$ cat src/rtl/rfs_pkg.sv
package rfs_pkg;

    // Urgency level derived from the owed-credit count
    typedef enum logic [1:0] {
        LVL_NONE   = 2'd0,
        LVL_NORMAL = 2'd1,
        LVL_URGENT = 2'd2
    } rfs_level_e;

endpackage

$ cat src/rtl/rfs_interval_timer.sv
module rfs_interval_timer #(
    parameter int TICK_CYCLES = 1560
) (
    input  logic clk,
    input  logic rst_n,
    output logic tick_o
);
    localparam int CW = (TICK_CYCLES > 1) ? $clog2(TICK_CYCLES) : 1;
    localparam logic [CW-1:0] LAST = CW'(TICK_CYCLES - 1);

    typedef struct packed {
        logic [CW-1:0] cnt;
    } tmr_st_t;

    tmr_st_t st_d, st_q;
    logic    wrap;

    always_comb begin
        st_d = st_q;
        wrap = (st_q.cnt == LAST);
        if (wrap) begin
            st_d.cnt = '0;
        end else begin
            st_d.cnt = st_q.cnt + 1'b1;
        end
    end

    always_ff @(posedge clk) begin
        if (!rst_n) begin
            st_q <= '0;
        end else begin
            st_q <= st_d;
        end
    end

    assign tick_o = wrap;

endmodule

$ cat src/rtl/rfs_credit_ctr.sv
module rfs_credit_ctr
    import rfs_pkg::*;
#(
    parameter int MAX_OWED = 8
) (
    input  logic       clk,
    input  logic       rst_n,
    input  logic       tick_i,
    input  logic       take_i,
    output rfs_level_e level_o
);
    localparam int OW = $clog2(MAX_OWED + 1);
    localparam logic [OW-1:0] FULL = OW'(MAX_OWED);

    typedef struct packed {
        logic [OW-1:0] owed;
    } crd_st_t;

    crd_st_t    st_d, st_q;
    rfs_level_e lvl;

    always_comb begin
        st_d = st_q;
        unique case ({tick_i, take_i})
            2'b10: begin
                if (st_q.owed != FULL) begin
                    st_d.owed = st_q.owed + 1'b1;
                end
            end
            2'b01: begin
                if (st_q.owed != '0) begin
                    st_d.owed = st_q.owed - 1'b1;
                end
            end
            default: begin
                st_d.owed = st_q.owed;
            end
        endcase

        if (st_q.owed == '0) begin
            lvl = LVL_NONE;
        end else if (st_q.owed == FULL) begin
            lvl = LVL_URGENT;
        end else begin
            lvl = LVL_NORMAL;
        end
    end

    always_ff @(posedge clk) begin
        if (!rst_n) begin
            st_q <= '0;
        end else begin
            st_q <= st_d;
        end
    end

    assign level_o = lvl;

endmodule

$ cat src/rtl/rfs_rfc_timer.sv
module rfs_rfc_timer #(
    parameter int RFC_CYCLES = 26
) (
    input  logic clk,
    input  logic rst_n,
    input  logic start_i,
    output logic active_o
);
    localparam int RW = $clog2(RFC_CYCLES + 1);
    localparam logic [RW-1:0] LOAD = RW'(RFC_CYCLES);

    typedef struct packed {
        logic [RW-1:0] left;
    } rfc_st_t;

    rfc_st_t st_d, st_q;

    always_comb begin
        st_d = st_q;
        if (start_i) begin
            st_d.left = LOAD;
        end else if (st_q.left != '0) begin
            st_d.left = st_q.left - 1'b1;
        end
    end

    always_ff @(posedge clk) begin
        if (!rst_n) begin
            st_q <= '0;
        end else begin
            st_q <= st_d;
        end
    end

    assign active_o = (st_q.left != '0);

endmodule

$ cat src/rtl/refresh_credit_sched.sv
module refresh_credit_sched
    import rfs_pkg::*;
#(
    parameter int TICK_CYCLES = 1560,
    parameter int RFC_CYCLES  = 26,
    parameter int MAX_OWED    = 8
) (
    input  logic clk,
    input  logic rst_n,
    input  logic busy_i,
    input  logic issued_i,
    output logic req_o,
    output logic urgent_o,
    output logic rfc_active_o,
    output logic err_o
);
    typedef struct packed {
        logic err;
    } top_st_t;

    top_st_t    st_d, st_q;
    logic       tick;
    logic       accept;
    logic       rfc_busy;
    rfs_level_e level;

    rfs_interval_timer #(.TICK_CYCLES(TICK_CYCLES)) u_tmr (
        .clk    (clk),
        .rst_n  (rst_n),
        .tick_o (tick)
    );

    rfs_credit_ctr #(.MAX_OWED(MAX_OWED)) u_crd (
        .clk     (clk),
        .rst_n   (rst_n),
        .tick_i  (tick),
        .take_i  (accept),
        .level_o (level)
    );

    rfs_rfc_timer #(.RFC_CYCLES(RFC_CYCLES)) u_rfc (
        .clk      (clk),
        .rst_n    (rst_n),
        .start_i  (accept),
        .active_o (rfc_busy)
    );

    always_comb begin
        st_d     = st_q;
        accept   = issued_i && (level != LVL_NONE) && !rfc_busy;
        st_d.err = issued_i && !accept;
    end

    always_ff @(posedge clk) begin
        if (!rst_n) begin
            st_q <= '0;
        end else begin
            st_q <= st_d;
        end
    end

    assign urgent_o     = (level == LVL_URGENT);
    assign req_o        = (level != LVL_NONE) && !rfc_busy && (!busy_i || urgent_o);
    assign rfc_active_o = rfc_busy;
    assign err_o        = st_q.err;

endmodule

$ cat config.mk
export PLATFORM = sky130hd
export DESIGN_NAME = refresh_credit_sched
export DESIGN_NICKNAME = d
export VERILOG_FILES = /design/src/rtl/rfs_pkg.sv /design/src/rtl/rfs_interval_timer.sv /design/src/rtl/rfs_credit_ctr.sv /design/src/rtl/rfs_rfc_timer.sv /design/src/rtl/refresh_credit_sched.sv
export SDC_FILE = /design/constraint.sdc
export NUM_CORES = 1
export LEC_CHECK = 0
export ABC_AREA = 0
export ABC_CLOCK_PERIOD_IN_PS = 3450
export BUFFER_PORTS_ARGS = -buffer_cell sky130_fd_sc_hd__clkbuf_2
export CORE_AREA = 3 3 61 63
export DETAILED_ROUTE_END_ITERATION = 8
export DIE_AREA = 0 0 64 66
export PLACE_DENSITY = 0.48
export SYNTH_ARGS = -nofsm -noshare
export SYNTH_HDL_FRONTEND = slang
export SYNTH_HIERARCHICAL = 1
export SYNTH_SLANG_ARGS = --single-unit
$ cat constraint.sdc
create_clock -name clk -period 3.45 [get_ports clk]
set_input_delay 1.035 -clock clk [delete_from_list [all_inputs] [get_ports clk]]
set_output_delay 1.035 -clock clk [all_outputs]
set_load 0.03 [all_outputs]
==> metrics, run 1 <==
outcome complete, no violations; setup tns final 0 ns; Crit Path Max Fanout 6; ranking of synthesized cells by area dfxtp_1, ha_1, xor2_1; Fill cells approximately 350; Post-synth ARST share 0%; CP startpoint u_rfc/st_q[0]; Least-Margin Pin Slew 1.01 ns; # clock sinks 21; r2r worst-path depth 11; Post-Synth XOR/XNOR Area roughly 7.0%; largest family of logic cells by synthesized area simple AND/OR/NAND/NOR gates; pre-CTS setup slack ~0.76 ns; Max Freq about 0.33 GHz; Area Overhead vs Synth 9.91%; Warnings, synthesis 6; crit share post-route 88.3%; Syn Inst Count 122; setup ws final approximately 0.40 ns; first-pass GRT wire length approximately 3800 µm; nets 140; cell area after synthesis around 1100 µm²; syn avg cell area 9.21 µm²; #FFs+latches synth 21; Post-Synth Simple-Gate Area 25.2%; DR iter-0 viols 58; CTS tree built; Slew Viols, Final 0; WHS Endpoint u_tmr/st_q[10]; slowest CP cell or4b_4; post-route non-filler standard cell count approximately 180; DP HPWL ~1600 µm; Hold Buf Count CTS 0; DR WL/cell 12.3 µm; Initial Utilization approximately 34%; Ports 8; DRC viols 0; CTS root buffer clkbuf_4; sequential-to-total area share from yosys stat about 37%; HP Start u_tmr/st_q[10]; Die Footprint roughly 4200 µm²; FF-to-FF End u_crd/st_q[2]; RR Startpoint u_rfc/st_q[0]; Max Cap Viol 0; routed wire length 2180 µm; crit path launch type flip-flop; clk_lat worst skew 0.31 ns; # setup viols final 0; Slew Limit Headroom ~32%; top-area cell type share of the netlist area 37.4%; CP Data Arrival Time 2.01 ns; overall power about 610 µW; vias post-DR between 800 and 900; flop2flop setup slack approximately 0.7 ns; FF+latch area about 420 µm²; Layout Utilization 37.6%; clk slew on worst S/H paths 0.13 ns; syn nets 130; Primary FF master, synth dfxtp_1; row count 21; max incr delay on CP between 0.5 and 0.6 ns; dpl cells approximately 170; Synth Area in Compound Gates 19.3%; vias in the first global route around 880; CTS Buf Count 3; count leader, synth dfxtp_1; core area 3280 µm²; Critical Path RT roughly 2.4 ns; post-synth top area cell dfxtp_1; Pleak between 0.4 and 0.5 nW; post-CTS setup buffers 0; first-pass detailed-route iteration total 4; IR Drop Worst-Case VDD roughly 180 µV; crit path kind reg2out; antenna cells 0; hold crit path type reg2reg; Power Density a little under 500 nW/µm²; fraction of layout cells with a size suffix above 1 18.3%; Post-synth top cells dfxtp_1, inv_1, nor2_1, a21oi_1, nand2_1; met1 Resource Use GR between 10% and 20%; post-CTS sizing 0; largest net degree at the start of global routing 14; Top Usage Layer GRT met2; Post-synth EDFFs 0; worst-case clock skew between 0.007 and 0.008 ns; Die Span Y about 66 µm; unrepaired setup endpoints after global routing false; Vias/cell approximately 5.0; H-tree depth 1; min Tclk post-route between 3 and 4 ns; multi-input logic area around 640 µm²; routability-driven placement congestion ratio between 0.7 and 0.8; CP Capture Type output port; GR Util All Layers between 10% and 20%; multiplexer share of the synthesized area roughly 1%; dpl cell area 1200 µm²; port bufs 7; met2 GRT Util 21.9%; cell area after layout roughly 1200 µm²; maximum clock path buffer count 2; met3 Use GR between 3 and 4%; Worst Hold Slack ~0.50 ns; grt ovf 0; crit-path cells inv_1 > ha_1 > or4b_4 > o21bai_4 > a21oi_1 > clkbuf_2; Synth Area in Adders ~4.5%; hold path depth 2; antenna violations before repair 0; Die W between 60 and 70 µm; post-route ant nets 0; Yosys cell types a little over 40; Final Hold Vio Count 0
==> cell type report <==
class                   count  share of cell area [%]
clock buffers               3                    1.82
clock inverters             1                   0.608
inverters                  10                    3.04
multi-input cells          87                    51.8
flip-flops and latches     21                    34.0
well taps                  46                    4.66
repair buffers              9                    4.05
==> critical path, delay by kind of cell (launching register included) <==
family,cells,cell delay [ns]
AND/OR/NAND/NOR,1,0.53
AO/OA/AOI/OAI,2,0.32
adder cells (fa/ha/maj),1,0.21
buffers and inverters,2,0.29
flip-flops,1,0.36
==> where the power goes <==
group | switching, mW | internal, mW | total, mW
sequential | 0.0269 | 0.269 | 0.296
combinational | 0.0972 | 0.0882 | 0.185
clock | 0.0826 | 0.0442 | 0.127
total | 0.207 | 0.401 | 0.608
==> metal layers <==
metal	wire (µm)	part of all wire (%)
met2	1130	52
met1	982	45
met5	0	0
met3	51	2.3
met4	17	0.78
==> state kept, by name (all words and copies together), names as in the netlist <==
signal / flops
u_tmr/st_q: 11
u_rfc/st_q: 5
u_crd/st_q: 4
err_o: 1
==> worst max path at each step <==
| stage | endpoint |
|---|---|
| final | req_o |
| after detailed placement | req_o |
| after global routing | req_o |
| after global placement | req_o |
| after CTS | req_o |
| after floorplan | req_o |
==> cell families after synthesis <==
group | after synthesis
flops | 21
simple gates | 45
fa+ha+maj | 4
mux | 1
buf+inv | 14
xor+xnor | 9
compound gates | 28
==> layout by cell type, fill, tap and decap left out, types with 4 or more instances in the layout <==
cell and instances:
inv_1 10, ha_1 4, xnor2_1 4, a21oi_1 7, dfxtp_1 21, xor2_1 5, nor2_1 9, o21ai_0 4
nand2_1 7, nand3_1 6, clkbuf_2 7
Power figures use the tool's default switching activity.
==> run 2: changes to the inputs <==
--- a/config.mk
+++ b/config.mk
@@ -5,13 +5,13 @@
 export SDC_FILE = /design/constraint.sdc
 export NUM_CORES = 1
 export LEC_CHECK = 0
-export ABC_AREA = 0
+export ABC_AREA = 1
 export ABC_CLOCK_PERIOD_IN_PS = 3450
 export BUFFER_PORTS_ARGS = -buffer_cell sky130_fd_sc_hd__clkbuf_2
-export CORE_AREA = 3 3 61 63
+export CORE_AREA = 3 3 52 54
 export DETAILED_ROUTE_END_ITERATION = 8
-export DIE_AREA = 0 0 64 66
-export PLACE_DENSITY = 0.48
+export DIE_AREA = 0 0 55 57
+export PLACE_DENSITY = 0.67
 export SYNTH_ARGS = -nofsm -noshare
 export SYNTH_HDL_FRONTEND = slang
 export SYNTH_HIERARCHICAL = 1
==> run 2 against run 1 <==
  * Wire length decreased by 3.0%
  * Cell count is 21% higher
  * Combinational power down 6%
  * Sequential share of layout area fell by 1.5 points
  * Clock power decreased by 6%
  * Register-to-register slack improved by 0.30 ns
  * Largest power group unchanged
  * Critical path type unchanged
  * Cell area increased by 4.6%
  * Highest routed layer unchanged
==> metrics, run 2 <==
GR Util All Layers 15.2%; DRC viols 0; hold crit path type reg2reg; clk_lat worst skew approximately 0.30 ns; max incr delay on CP about 0.34 ns; crit path kind reg2out; core area 2250 µm²; hold path depth 2; setup tns final 0 ns; outcome complete, no violations; biggest regs u_tmr/st_q: 11 flops, u_rfc/st_q: 5 flops, u_crd/st_q: 4 flops; first-pass GRT wire length between 3000 and 4000 µm; H-tree depth 1; CP Capture Type output port; worst-case clock skew slightly below 0.004 ns; post-CTS sizing 0; HP Start u_rfc/st_q[0]; Initial Utilization a little over half; clk slew on worst S/H paths around 0.12 ns; antenna violations before repair 0; Hold Buf Count CTS 0; CTS Buf Count 3; largest net degree at the start of global routing 12; Area Overhead vs Synth 8.06%; Die Footprint around 3100 µm²; Syn Inst Count between 150 and 200; Warnings, synthesis 6; post-route non-filler standard cell count about 220; Die Span Y 57 µm; Post-synth EDFFs 0; Pleak 0.587 nW; Die W ~55 µm; CTS root buffer clkbuf_4; #FFs+latches synth 21; r2r worst-path depth 15; crit share post-route between 70 and 80%; unrepaired setup endpoints after global routing false; IR Drop Worst-Case VDD approximately 310 µV; Layout Utilization between 50 and 60%; slowest CP cell dfxtp_1; most frequent cells in the layout nand2_1, nor2_1, inv_1, dfxtp_1, nand3_1; vias in the first global route between 900 and 1000; sequential-to-total area share from yosys stat a little over a third; dpl cell area ~1300 µm²; syn avg cell area 6.79 µm²; WHS Endpoint u_rfc/st_q[0]; count leader, synth nand2_1; top-area cell type share of the netlist area between 30% and 40%; CTS tree built; cell area after layout 1290 µm²; cell area after synthesis 1190 µm²; dpl cells approximately 210; Power Density about 440 nW/µm²; Post-synth top cells nand2_1, nor2_1, inv_1, dfxtp_1, nand3_1; port bufs 7; maximum clock path buffer count 2; post-CTS setup buffers 0; Slew Viols, Final 0; post-route ant nets 0; grt ovf 0; RR Startpoint u_rfc/st_q[0]; CP Data Arrival Time approximately 1.6 ns; Final Hold Vio Count 0; # clock sinks 21; Max Cap Viol 0; fraction of layout cells with a size suffix above 1 15.5%; antenna cells 0; post-synth top area cell dfxtp_1; Max Freq approximately 0.38 GHz; flop2flop setup slack 1.02 ns; row count 17; Vias/cell ~4.9; Reg with most FFs u_tmr/st_q; Critical Path RT 2.41 ns; Primary FF master, synth dfxtp_1; min Tclk post-route roughly 2.7 ns; Crit Path Max Fanout 7; vias post-DR about 1100; DR iter-0 viols 15; routed wire length ~2100 µm; ranking of synthesized cells by area dfxtp_1, nand2_1, nor2_1; FF-to-FF End u_crd/st_q[2]; DP HPWL 1640 µm; Fill cells between 200 and 250; first-pass detailed-route iteration total 4; nets between 150 and 200; Largest register FFs 11; crit path launch type flip-flop; syn nets roughly 180; DR WL/cell between 9 and 10 µm; crit-path cells inv_1 > ha_1 > nand3_4 > o21bai_1 > nor2_1 > clkbuf_2; Yosys cell types 24; Slew Limit Headroom 69.2%; Post-synth ARST share 0%; Least-Margin Pin Slew 0.458 ns; # setup viols final 0; routability-driven placement congestion ratio 0.775; most common cell after layout, fill and taps aside nand2_1; Ports 8
[run 2: cell types whose count changed after synthesis, sizes merged, moves of 4 or more]
cell and delta:
buf -4, inv +16, nand2 +42, nor2 +27, nand3 +8, or3 -4
[run 2: critical path, delay by kind of cell (launching register included)]
family	cells	cell delay, ns
AO/OA/AOI/OAI	1	0.20
adder cells (fa/ha/maj)	1	0.28
buffers and inverters	2	0.29
flip-flops	1	0.34
AND/OR/NAND/NOR	2	0.23
[run 2: cell type report]
type                       count  area [µm²]  area share, %
clock buffer                   4        26.3           2.03
inverter                      27         103           7.95
multi-input combinational    128         672           52.0
sequential                    21         420           32.6
tap                           28        35.0           2.71
timing repair buffer           7        35.0           2.71
[run 2: logic make-up after synthesis]
group                      synth area share [%]
and+or+nand+nor                            40.9
xor gates and xnor gates                   4.40
adders and majority gates                  4.19
AOI/OAI and AO/OA                          6.70
DFF                                        35.2
buffers and inverters                      8.59
[run 2: worst max-delay path by stage]
stage / startpoint / end / slack, ns / cells after the start
6_report: u_rfc/st_q[0] / req_o / 0.78 / 6
5_1_grt: u_rfc/st_q[0] / req_o / 0.66 / 6
4_1_cts: u_rfc/st_q[0] / req_o / 0.76 / 6
3_5_place_dp: issued_i / u_crd/st_q[2] / 0.89 / 13
3_3_place_gp: busy_i / req_o / 0.93 / 5
2_1_floorplan: busy_i / req_o / 0.89 / 3
[run 2: through the flow]
step           setup slack, ns  power, mW  hold slack (ns)
6_report                 0.785      0.573            0.471
5_1_grt                  0.661      0.612            0.498
3_5_place_dp             0.889      0.464            0.459
3_3_place_gp             0.930      0.460            0.451
2_1_floorplan            0.886      0.430            0.436
4_1_cts                  0.758      0.583            0.476
[run 2: layer usage]
metal	share of wire [%]	up-vias	wire, µm	global-route usage (%)
met5	0	-	0	0
met4	0.66	0	14	3.13
met3	2.9	2	62	3.92
met2	50	15	1050	27.5
met1	47	467	986	17.3
li1	-	567	-	-
[run 2: power breakdown]
part	switching, mW	leakage (nW)	internal (mW)	total [mW]
sequential	0.0189	0.171	0.262	0.281
clock	0.0735	0.0150	0.0450	0.119
combinational	0.105	0.401	0.0684	0.173
total	0.198	0.587	0.376	0.573
